$ cat src/rtl/moment_pkg.sv
// moment_pkg: shared widths and types for the windowed moment accumulator.
// Assumes the pixel width and the distance width are small enough that the sums fit in 64 bits.
package moment_pkg;

    // Window tracking state
    typedef enum logic {
        WIN_IDLE = 1'b0,
        WIN_OPEN = 1'b1
    } win_state_e;

    // Width of the order-n grey power term p^n
    function automatic int gterm_w(int pw, int n);
        return n * pw;
    endfunction

    // Width of the order-n grey sum: term width plus the growth from summing
    function automatic int gsum_w(int pw, int dw, int n);
        return n * pw + dw;
    endfunction

    // Width of the order-n spatial term p*d^n
    function automatic int sterm_w(int pw, int dw, int n);
        return pw + n * dw;
    endfunction

    // Width of the order-n spatial sum
    function automatic int ssum_w(int pw, int dw, int n);
        return pw + (n + 1) * dw;
    endfunction

endpackage

$ cat src/rtl/pix_window_ctl.sv
// pix_window_ctl: tracks window membership of accepted beats and assigns distances.
// Assumes beat = in_valid & in_ready. Produces a tag for each beat that belongs to a window.
// A start beat always opens a new window, abandoning any open window.
module pix_window_ctl
    import moment_pkg::*;
#(
    parameter int PIX_W   = 8,
    parameter int MAX_WIN = 64,
    parameter int LEN_W   = $clog2(MAX_WIN + 1),
    parameter int DIST_W  = $clog2(MAX_WIN)
) (
    input  logic              clk,
    input  logic              rst_n,
    input  logic              beat,
    input  logic              sof,
    input  logic [PIX_W-1:0]  pix,
    input  logic [LEN_W-1:0]  win_len,
    output logic              tag_vld,
    output logic              tag_first,
    output logic              tag_last,
    output logic [PIX_W-1:0]  tag_pix,
    output logic [DIST_W-1:0] tag_dist
);

    win_state_e        state_q;
    logic [DIST_W-1:0] dist_q;
    logic [LEN_W-1:0]  len_q;
    logic [LEN_W-1:0]  len_eff;

    // Clamp the requested length into the supported range
    always_comb begin
        if (win_len < LEN_W'(2))
            len_eff = LEN_W'(2);
        else if (win_len > LEN_W'(MAX_WIN))
            len_eff = LEN_W'(MAX_WIN);
        else
            len_eff = win_len;
    end

    // Tag the current beat with its window position
    always_comb begin
        tag_pix   = pix;
        tag_vld   = 1'b0;
        tag_first = 1'b0;
        tag_last  = 1'b0;
        tag_dist  = '0;
        if (beat && sof) begin
            tag_vld   = 1'b1;
            tag_first = 1'b1;
        end else if (beat && state_q == WIN_OPEN) begin
            tag_vld  = 1'b1;
            tag_dist = dist_q;
            tag_last = (LEN_W'(dist_q) == len_q - LEN_W'(1));
        end
    end

    // Window state, distance counter and sampled length
    always_ff @(posedge clk) begin
        if (!rst_n) begin
            state_q <= WIN_IDLE;
            dist_q  <= '0;
            len_q   <= LEN_W'(2);
        end else if (beat && sof) begin
            state_q <= WIN_OPEN;
            dist_q  <= DIST_W'(1);
            len_q   <= len_eff;
        end else if (beat && state_q == WIN_OPEN) begin
            dist_q <= dist_q + DIST_W'(1);
            if (tag_last)
                state_q <= WIN_IDLE;
        end
    end

endmodule

$ cat src/rtl/pix_power_pipe.sv
// pix_power_pipe: two-stage pipeline that forms the six power terms of a tagged pixel.
// Stage A: p^2, p*d, d^2. Stage B: p^3, p*d^2, p*d^3. Advances only when adv is high.
module pix_power_pipe
    import moment_pkg::*;
#(
    parameter int PIX_W  = 8,
    parameter int DIST_W = 6,
    localparam int G2T_W = gterm_w(PIX_W, 2),
    localparam int G3T_W = gterm_w(PIX_W, 3),
    localparam int S1T_W = sterm_w(PIX_W, DIST_W, 1),
    localparam int S2T_W = sterm_w(PIX_W, DIST_W, 2),
    localparam int S3T_W = sterm_w(PIX_W, DIST_W, 3)
) (
    input  logic              clk,
    input  logic              rst_n,
    input  logic              adv,
    input  logic              tag_vld,
    input  logic              tag_first,
    input  logic              tag_last,
    input  logic [PIX_W-1:0]  tag_pix,
    input  logic [DIST_W-1:0] tag_dist,
    output logic              t_vld,
    output logic              t_first,
    output logic              t_last,
    output logic [PIX_W-1:0]  t_g1,
    output logic [G2T_W-1:0]  t_g2,
    output logic [G3T_W-1:0]  t_g3,
    output logic [S1T_W-1:0]  t_s1,
    output logic [S2T_W-1:0]  t_s2,
    output logic [S3T_W-1:0]  t_s3
);

    localparam int D2_W = 2 * DIST_W;

    logic              a_vld, a_first, a_last;
    logic [PIX_W-1:0]  a_p;
    logic [DIST_W-1:0] a_d;
    logic [G2T_W-1:0]  a_p2;
    logic [S1T_W-1:0]  a_pd;
    logic [D2_W-1:0]   a_d2;

    // Stage A: square terms and first spatial product
    always_ff @(posedge clk) begin
        if (!rst_n) begin
            a_vld   <= 1'b0;
            a_first <= 1'b0;
            a_last  <= 1'b0;
            a_p     <= '0;
            a_d     <= '0;
            a_p2    <= '0;
            a_pd    <= '0;
            a_d2    <= '0;
        end else if (adv) begin
            a_vld   <= tag_vld;
            a_first <= tag_first;
            a_last  <= tag_last;
            a_p     <= tag_pix;
            a_d     <= tag_dist;
            a_p2    <= G2T_W'(tag_pix) * G2T_W'(tag_pix);
            a_pd    <= S1T_W'(tag_pix) * S1T_W'(tag_dist);
            a_d2    <= D2_W'(tag_dist) * D2_W'(tag_dist);
        end
    end

    // Stage B: cube terms and higher spatial products
    always_ff @(posedge clk) begin
        if (!rst_n) begin
            t_vld   <= 1'b0;
            t_first <= 1'b0;
            t_last  <= 1'b0;
            t_g1    <= '0;
            t_g2    <= '0;
            t_g3    <= '0;
            t_s1    <= '0;
            t_s2    <= '0;
            t_s3    <= '0;
        end else if (adv) begin
            t_vld   <= a_vld;
            t_first <= a_first;
            t_last  <= a_last;
            t_g1    <= a_p;
            t_g2    <= a_p2;
            t_g3    <= G3T_W'(a_p2) * G3T_W'(a_p);
            t_s1    <= a_pd;
            t_s2    <= S2T_W'(a_pd) * S2T_W'(a_d);
            t_s3    <= S3T_W'(a_pd) * S3T_W'(a_d2);
        end
    end

endmodule

$ cat src/rtl/moment_lane.sv
// moment_lane: one running sum with a result register.
// A first-tagged term restarts the sum, which discards any abandoned partial sum.
// A last-tagged term loads the final sum into the result register.
module moment_lane #(
    parameter int TW = 8,
    parameter int AW = 14
) (
    input  logic          clk,
    input  logic          rst_n,
    input  logic          adv,
    input  logic          t_vld,
    input  logic          t_first,
    input  logic          t_last,
    input  logic [TW-1:0] term,
    output logic [AW-1:0] res
);

    logic [AW-1:0] acc_q;
    logic [AW-1:0] sum_now;

    // Sum including the current term
    always_comb sum_now = (t_first ? '0 : acc_q) + AW'(term);

    // Running sum and final result capture
    always_ff @(posedge clk) begin
        if (!rst_n) begin
            acc_q <= '0;
            res   <= '0;
        end else if (adv && t_vld) begin
            acc_q <= sum_now;
            if (t_last)
                res <= sum_now;
        end
    end

endmodule

$ cat src/rtl/pix_moment_acc.sv
// pix_moment_acc: windowed grey-level and spatial moment accumulator (orders 1 to 3).
// Assumes the start flag travels with the first pixel of a window. The whole pipeline
// stalls while a result waits on out_ready, so no result is overwritten.
module pix_moment_acc
    import moment_pkg::*;
#(
    parameter int PIX_W   = 8,
    parameter int MAX_WIN = 64,
    localparam int LEN_W  = $clog2(MAX_WIN + 1),
    localparam int DIST_W = $clog2(MAX_WIN),
    localparam int G1_W   = gsum_w(PIX_W, DIST_W, 1),
    localparam int G2_W   = gsum_w(PIX_W, DIST_W, 2),
    localparam int G3_W   = gsum_w(PIX_W, DIST_W, 3),
    localparam int S1_W   = ssum_w(PIX_W, DIST_W, 1),
    localparam int S2_W   = ssum_w(PIX_W, DIST_W, 2),
    localparam int S3_W   = ssum_w(PIX_W, DIST_W, 3)
) (
    input  logic             clk,
    input  logic             rst_n,
    input  logic [LEN_W-1:0] win_len,
    input  logic             in_valid,
    output logic             in_ready,
    input  logic             in_sof,
    input  logic [PIX_W-1:0] in_pix,
    output logic             out_valid,
    input  logic             out_ready,
    output logic             out_done,
    output logic [G1_W-1:0]  out_g1,
    output logic [G2_W-1:0]  out_g2,
    output logic [G3_W-1:0]  out_g3,
    output logic [S1_W-1:0]  out_s1,
    output logic [S2_W-1:0]  out_s2,
    output logic [S3_W-1:0]  out_s3
);

    localparam int G2T_W = gterm_w(PIX_W, 2);
    localparam int G3T_W = gterm_w(PIX_W, 3);
    localparam int S1T_W = sterm_w(PIX_W, DIST_W, 1);
    localparam int S2T_W = sterm_w(PIX_W, DIST_W, 2);
    localparam int S3T_W = sterm_w(PIX_W, DIST_W, 3);

    logic              adv;
    logic              beat;
    logic              tag_vld, tag_first, tag_last;
    logic [PIX_W-1:0]  tag_pix;
    logic [DIST_W-1:0] tag_dist;
    logic              t_vld, t_first, t_last;
    logic [PIX_W-1:0]  t_g1;
    logic [G2T_W-1:0]  t_g2;
    logic [G3T_W-1:0]  t_g3;
    logic [S1T_W-1:0]  t_s1;
    logic [S2T_W-1:0]  t_s2;
    logic [S3T_W-1:0]  t_s3;
    logic              vld_q, done_q;
    logic              load;

    // Pipeline moves unless a result is held by the consumer
    always_comb begin
        adv  = !vld_q || out_ready;
        beat = in_valid && adv;
        load = adv && t_vld && t_last;
    end

    assign in_ready  = adv;
    assign out_valid = vld_q;
    assign out_done  = done_q;

    pix_window_ctl #(
        .PIX_W(PIX_W), .MAX_WIN(MAX_WIN), .LEN_W(LEN_W), .DIST_W(DIST_W)
    ) i_ctl (
        .clk(clk), .rst_n(rst_n), .beat(beat), .sof(in_sof), .pix(in_pix),
        .win_len(win_len), .tag_vld(tag_vld), .tag_first(tag_first),
        .tag_last(tag_last), .tag_pix(tag_pix), .tag_dist(tag_dist)
    );

    pix_power_pipe #(
        .PIX_W(PIX_W), .DIST_W(DIST_W)
    ) i_pipe (
        .clk(clk), .rst_n(rst_n), .adv(adv),
        .tag_vld(tag_vld), .tag_first(tag_first), .tag_last(tag_last),
        .tag_pix(tag_pix), .tag_dist(tag_dist),
        .t_vld(t_vld), .t_first(t_first), .t_last(t_last),
        .t_g1(t_g1), .t_g2(t_g2), .t_g3(t_g3),
        .t_s1(t_s1), .t_s2(t_s2), .t_s3(t_s3)
    );

    moment_lane #(.TW(PIX_W), .AW(G1_W)) i_lane_g1 (
        .clk(clk), .rst_n(rst_n), .adv(adv), .t_vld(t_vld), .t_first(t_first),
        .t_last(t_last), .term(t_g1), .res(out_g1));
    moment_lane #(.TW(G2T_W), .AW(G2_W)) i_lane_g2 (
        .clk(clk), .rst_n(rst_n), .adv(adv), .t_vld(t_vld), .t_first(t_first),
        .t_last(t_last), .term(t_g2), .res(out_g2));
    moment_lane #(.TW(G3T_W), .AW(G3_W)) i_lane_g3 (
        .clk(clk), .rst_n(rst_n), .adv(adv), .t_vld(t_vld), .t_first(t_first),
        .t_last(t_last), .term(t_g3), .res(out_g3));
    moment_lane #(.TW(S1T_W), .AW(S1_W)) i_lane_s1 (
        .clk(clk), .rst_n(rst_n), .adv(adv), .t_vld(t_vld), .t_first(t_first),
        .t_last(t_last), .term(t_s1), .res(out_s1));
    moment_lane #(.TW(S2T_W), .AW(S2_W)) i_lane_s2 (
        .clk(clk), .rst_n(rst_n), .adv(adv), .t_vld(t_vld), .t_first(t_first),
        .t_last(t_last), .term(t_s2), .res(out_s2));
    moment_lane #(.TW(S3T_W), .AW(S3_W)) i_lane_s3 (
        .clk(clk), .rst_n(rst_n), .adv(adv), .t_vld(t_vld), .t_first(t_first),
        .t_last(t_last), .term(t_s3), .res(out_s3));

    // Result valid flag and done pulse
    always_ff @(posedge clk) begin
        if (!rst_n) begin
            vld_q  <= 1'b0;
            done_q <= 1'b0;
        end else begin
            done_q <= load;
            if (load)
                vld_q <= 1'b1;
            else if (out_ready)
                vld_q <= 1'b0;
        end
    end

endmodule

$ cat config.mk
export PLATFORM = sky130hd
export DESIGN_NAME = pix_moment_acc
export DESIGN_NICKNAME = d
export VERILOG_FILES = /design/src/rtl/moment_pkg.sv /design/src/rtl/pix_window_ctl.sv /design/src/rtl/pix_power_pipe.sv /design/src/rtl/moment_lane.sv /design/src/rtl/pix_moment_acc.sv
export SDC_FILE = /design/constraint.sdc
export NUM_CORES = 2
export LEC_CHECK = 0
export BUFFER_PORTS_ARGS = -buffer_cell sky130_fd_sc_hd__buf_2
export CAP_MARGIN = 30
export CORE_MARGIN = 4
export CORE_UTILIZATION = 30
export CTS_CLUSTER_SIZE = 12
export DETAILED_ROUTE_END_ITERATION = 8
export PLACE_DENSITY = 0.44
export SLEW_MARGIN = 20
export SYNTH_ARGS = -nofsm -noshare
export SYNTH_HDL_FRONTEND = slang
export SYNTH_SLANG_ARGS = --single-unit
$ cat constraint.sdc
create_clock -name clk -period 13.46 [get_ports clk]
set_clock_uncertainty 0.15 [all_clocks]
set_input_delay 0.673 -clock clk [delete_from_list [all_inputs] [get_ports clk]]
set_output_delay 0.673 -clock clk [all_outputs]
set_load 0.005 [all_outputs]
==> parameters.txt <==
Parameter                              Value

Placed design
  Placed wire-length estimate after detailed placement ... 86.77 mm
  Number of buffers inserted by port buffering ... 166
  Post-placement setup slack ... 7044 ps
  Global placer's final weighted congestion ... 0.8383
  DP Area ... 40,160 µm²

Worst setup path
  Critical path fanouts, max ... 18
  FF-to-FF Start ... i_pipe.a_pd[7]$_SDFFE_PN0N_
  Worst endpoint data arrival time ... 6680 ps
  Sort of element at the end of the critical path ... flop
  Critical path startpoint category ... flop
  Setup Crit Path Kind ... flop to flop
  Endpoint of the worst register-to-register path ... i_pipe.t_s3[25]$_SDFFE_PN0N_
  Worst Path Required ... 13,800 ps
  Setup slack of the worst register-to-register path ... 7120 ps
  Worst R2R Path Depth ... 19

Routing
  First-iteration detailed-routing DRC count ... 1,781
  DR WL/cell ... 18.33 µm
  Detailed Route WL ... 118.1 mm
  Drt first pass iters ... 5
  # DRC ... 0
  Vias after detailed routing ... 31,430
  ANT nets after route ... 0
  Vias per Instance ... 4.879

Timing
  Max Fclk ... 157.6 MHz
  Total count of hold-check failures in the final report ... 0
  Worst path setup slack after routing ... 7115 ps
  Worst slew margin relative to its limit ... 0.3346
  Count of pins over their slew limit ... 0
  Slew at the pin closest to its max-slew limit ... 996.8 ps
  Setup TNS Final ... 0 ps
  Period Utilization, post-route ... 0.4714
  Setup repair after global routing missed its margin ... no
  Final worst path period need ... 6345 ps
  Finish-stage setup viols ... 0

Logic synthesis
  Synthesis Warnings ... 0
  Most used flip-flop cell after synthesis ... dfxtp_1
  Synth cell count leaders ... nand2_1 (847), a21oi_1 (477), dfxtp_1 (466), inv_1 (399), ha_1 (320)
  Synthesized instance count ... 4,750
  Cell area after synthesis ... 37,960 µm²
  Synthesized area per cell ... 7.992 µm²
  Synth top area share ... 0.2457
  Seq cells post-synth ... 466
  EDFF count, synth ... 0
  Sequential cell area fraction in the yosys report ... 0.2457
  Count of unique library cells instantiated by Yosys ... 90
  Library cell with the highest instance count after synthesis ... nand2_1
  Ranking of synthesized cells by area ... dfxtp_1 (25%), fa_1 (16%), ha_1 (11%)
  Library cell with the largest summed area after synthesis ... dfxtp_1
  Post-synthesis async set-or-reset flop share ... 0

Floorplan
  Chip height ... 363.7 µm
  Effective utilization at floorplan ... 0.3019
  Placeable Area ... 125,700 µm²
  Die Footprint ... 132,300 µm²
  Die span in x ... 363.7 µm
  Number of rows created at floorplan ... 130
  Number of ports placed on the die boundary ... 167

GRT
  Via count of the first global-routing pass ... 31,730
  Global-route total usage across every layer ... 0.1777
  Initial antenna violation count ... 8
  Maximum number of pins on one net before global-route repair ... 185
  Global route total overflow ... 0
  First-pass GRT wire length ... 186.5 mm

Pwr
  Maximum vdd drop ... 0.00009888 V
  Lkg Pwr ... 18.81 nW
  PwrDens ... 94.78 nW/µm²
  Total chip power ... 0.004001 W

Clocking
  Number of buffers created by CTS ... 58
  CTS tree ... yes
  Worst skew pair latency ... 650 ps
  Clock Path Buffers ... 3
  Clock Root Buffer ... clkbuf_16
  Number of levels in the clock H-tree ... 2
  Number of clock sinks ... 466
  Post-cts sizing count ... 0
  Buffers inserted during post-CTS setup optimization ... 0
  CTS Hold Bufs ... 0
  Clock transition at the register clock pins on the worst setup and hold paths after CTS ... 60 ps

Layout
  Area added between synthesis and finish ... 11.19%
  Number of nets in the final layout ... 5,383
  Final instance area ... 42,210 µm²
  Fraction of layout instances using a drive strength above 1 ... 0.06930
  Antenna cells ... 0

Min path
  Worst hold path stage count ... 2
  Sink of the worst hold path ... i_ctl.len_q[1]$_SDFFE_PN1P_
  Class of the most critical hold timing path ... input port to flop
  Hold path startpoint ... win_len[6]

Flow run
  Max-capacitance violation count ... 0

Status
  Result of the run ... complete, no violations
[routing by layer]
metal | wire [µm] | track usage | vias to the layer above
met4 | 2779 | 0.04324 | 0
li1 | - | - | 15660
met3 | 4937 | 0.02450 | 121
met2 | 54600 | 0.2970 | 454
met5 | 0 | 0 | -
met1 | 55750 | 0.2424 | 15190
[layout make-up]
| type | instances | area (µm²) |
|---|---|---|
| clock buffers | 81 | 1669 |
| clock inverters | 24 | 381.6 |
| fillers | 13510 | 83530 |
| inverters | 401 | 1518 |
| multi-input cells | 3627 | 26190 |
| flip-flops and latches | 466 | 9333 |
| well taps | 1650 | 2064 |
| repair buffers | 192 | 1049 |
[state kept, by name, summed over array words and instances (netlist names), 14 cells and up]
signal / count
i_pipe.a_pd: 14
i_lane_s3.res: 32
i_pipe.t_s1: 14
i_lane_g2.acc_q: 22
i_lane_g3.res: 30
i_pipe.a_p2: 15
i_lane_g2.res: 22
i_lane_s3.acc_q: 32
i_lane_g3.acc_q: 30
i_lane_g1.res: 14
i_lane_s1.acc_q: 20
i_lane_s2.acc_q: 26
i_pipe.t_g3: 24
i_lane_s2.res: 26
i_pipe.t_g2: 14
i_pipe.t_s2: 19
i_lane_s1.res: 20
i_lane_g1.acc_q: 14
i_pipe.t_s3: 26
[cell families after synthesis]
family | Yosys count | share of synthesized area
flip-flops | 466 | 0.2457
adder cells (fa/ha/maj) | 617 | 0.2621
XOR/XNOR | 209 | 0.04822
other | 1 | 0.00009878
multiplexers | 9 | 0.002439
AO/OA/AOI/OAI | 973 | 0.1543
AND/OR/NAND/NOR | 1816 | 0.2219
buffers and inverters | 659 | 0.06523
[through the flow]
stage / hold WS (ps) / util / cells
2_1_floorplan: 281.8 / - / 4752
3_3_place_gp: 286.5 / 0.3193 / 6335
3_5_place_dp: 291.9 / 0.3194 / 6336
4_1_cts: 119.6 / 0.3357 / 6441
5_1_grt: 145.5 / 0.3357 / 6441
6_report: 172.6 / 0.3357 / 6441
[worst max-delay path by stage]
stage | start | to | slack [ps] | cells after the start
5_1_grt | i_pipe.a_pd[7]$_SDFFE_PN0N_ | i_pipe.t_s3[25]$_SDFFE_PN0N_ | 6720 | 19
4_1_cts | i_pipe.a_pd[9]$_SDFFE_PN0N_ | i_pipe.t_s3[25]$_SDFFE_PN0N_ | 7110 | 19
2_1_floorplan | i_pipe.a_pd[7]$_SDFFE_PN0N_ | i_pipe.t_s3[25]$_SDFFE_PN0N_ | 7840 | 20
3_3_place_gp | out_ready | i_pipe.a_pd[13]$_SDFFE_PN0N_ | 7090 | 25
6_report | i_pipe.a_pd[7]$_SDFFE_PN0N_ | i_pipe.t_s3[25]$_SDFFE_PN0N_ | 7120 | 19
3_5_place_dp | out_ready | i_pipe.a_pd[13]$_SDFFE_PN0N_ | 7040 | 25
[cells in the final DEF (no fill, tap or decap), types with 11 or more instances in the layout]
cell type,netlist,layout
a31oi_1,31,31
a21o_1,66,66
o211ai_1,15,15
fa_1,297,297
nor2_1,287,287
a21oi_1,477,477
inv_1,399,399
xor2_1,69,69
nand2b_1,22,22
clkbuf_16,0,59
ha_1,320,320
o31ai_1,11,11
dfxtp_1,466,465
and3_1,54,53
nand4_1,23,23
clkbuf_1,247,11
o21bai_1,21,21
and2_1,231,230
o21ai_0,164,164
o21a_1,26,26
nand3_1,88,88
nand2_1,847,845
a22oi_1,16,16
nor2b_1,153,152
xnor2_1,140,140
buf_4,0,25
buf_2,2,165
or3_1,16,16
nor3_1,51,51
clkbuf_8,0,11
a211oi_1,48,48
[critical path, stage by stage (launching register included)]
cell,delay (ps)
dfxtp_1,870
nand2_1,180
fa_1,610
fa_1,470
fa_1,570
inv_1,50
fa_1,480
inv_1,60
fa_1,520
inv_1,40
ha_1,320
inv_1,70
or3_1,410
or3_1,340
a31o_2,220
a31oi_1,370
a211o_1,200
a21oi_1,70
xnor2_1,120
o21ai_0,80
[report_power, final]
| part | switching (W) | internal, W |
|---|---|---|
| sequential | 0.0000906 | 0.00143 |
| clock | 0.000667 | 0.00103 |
| combinational | 0.000474 | 0.000310 |
| total | 0.00123 | 0.00277 |
Note: power is estimated with default switching activity, not from simulation.
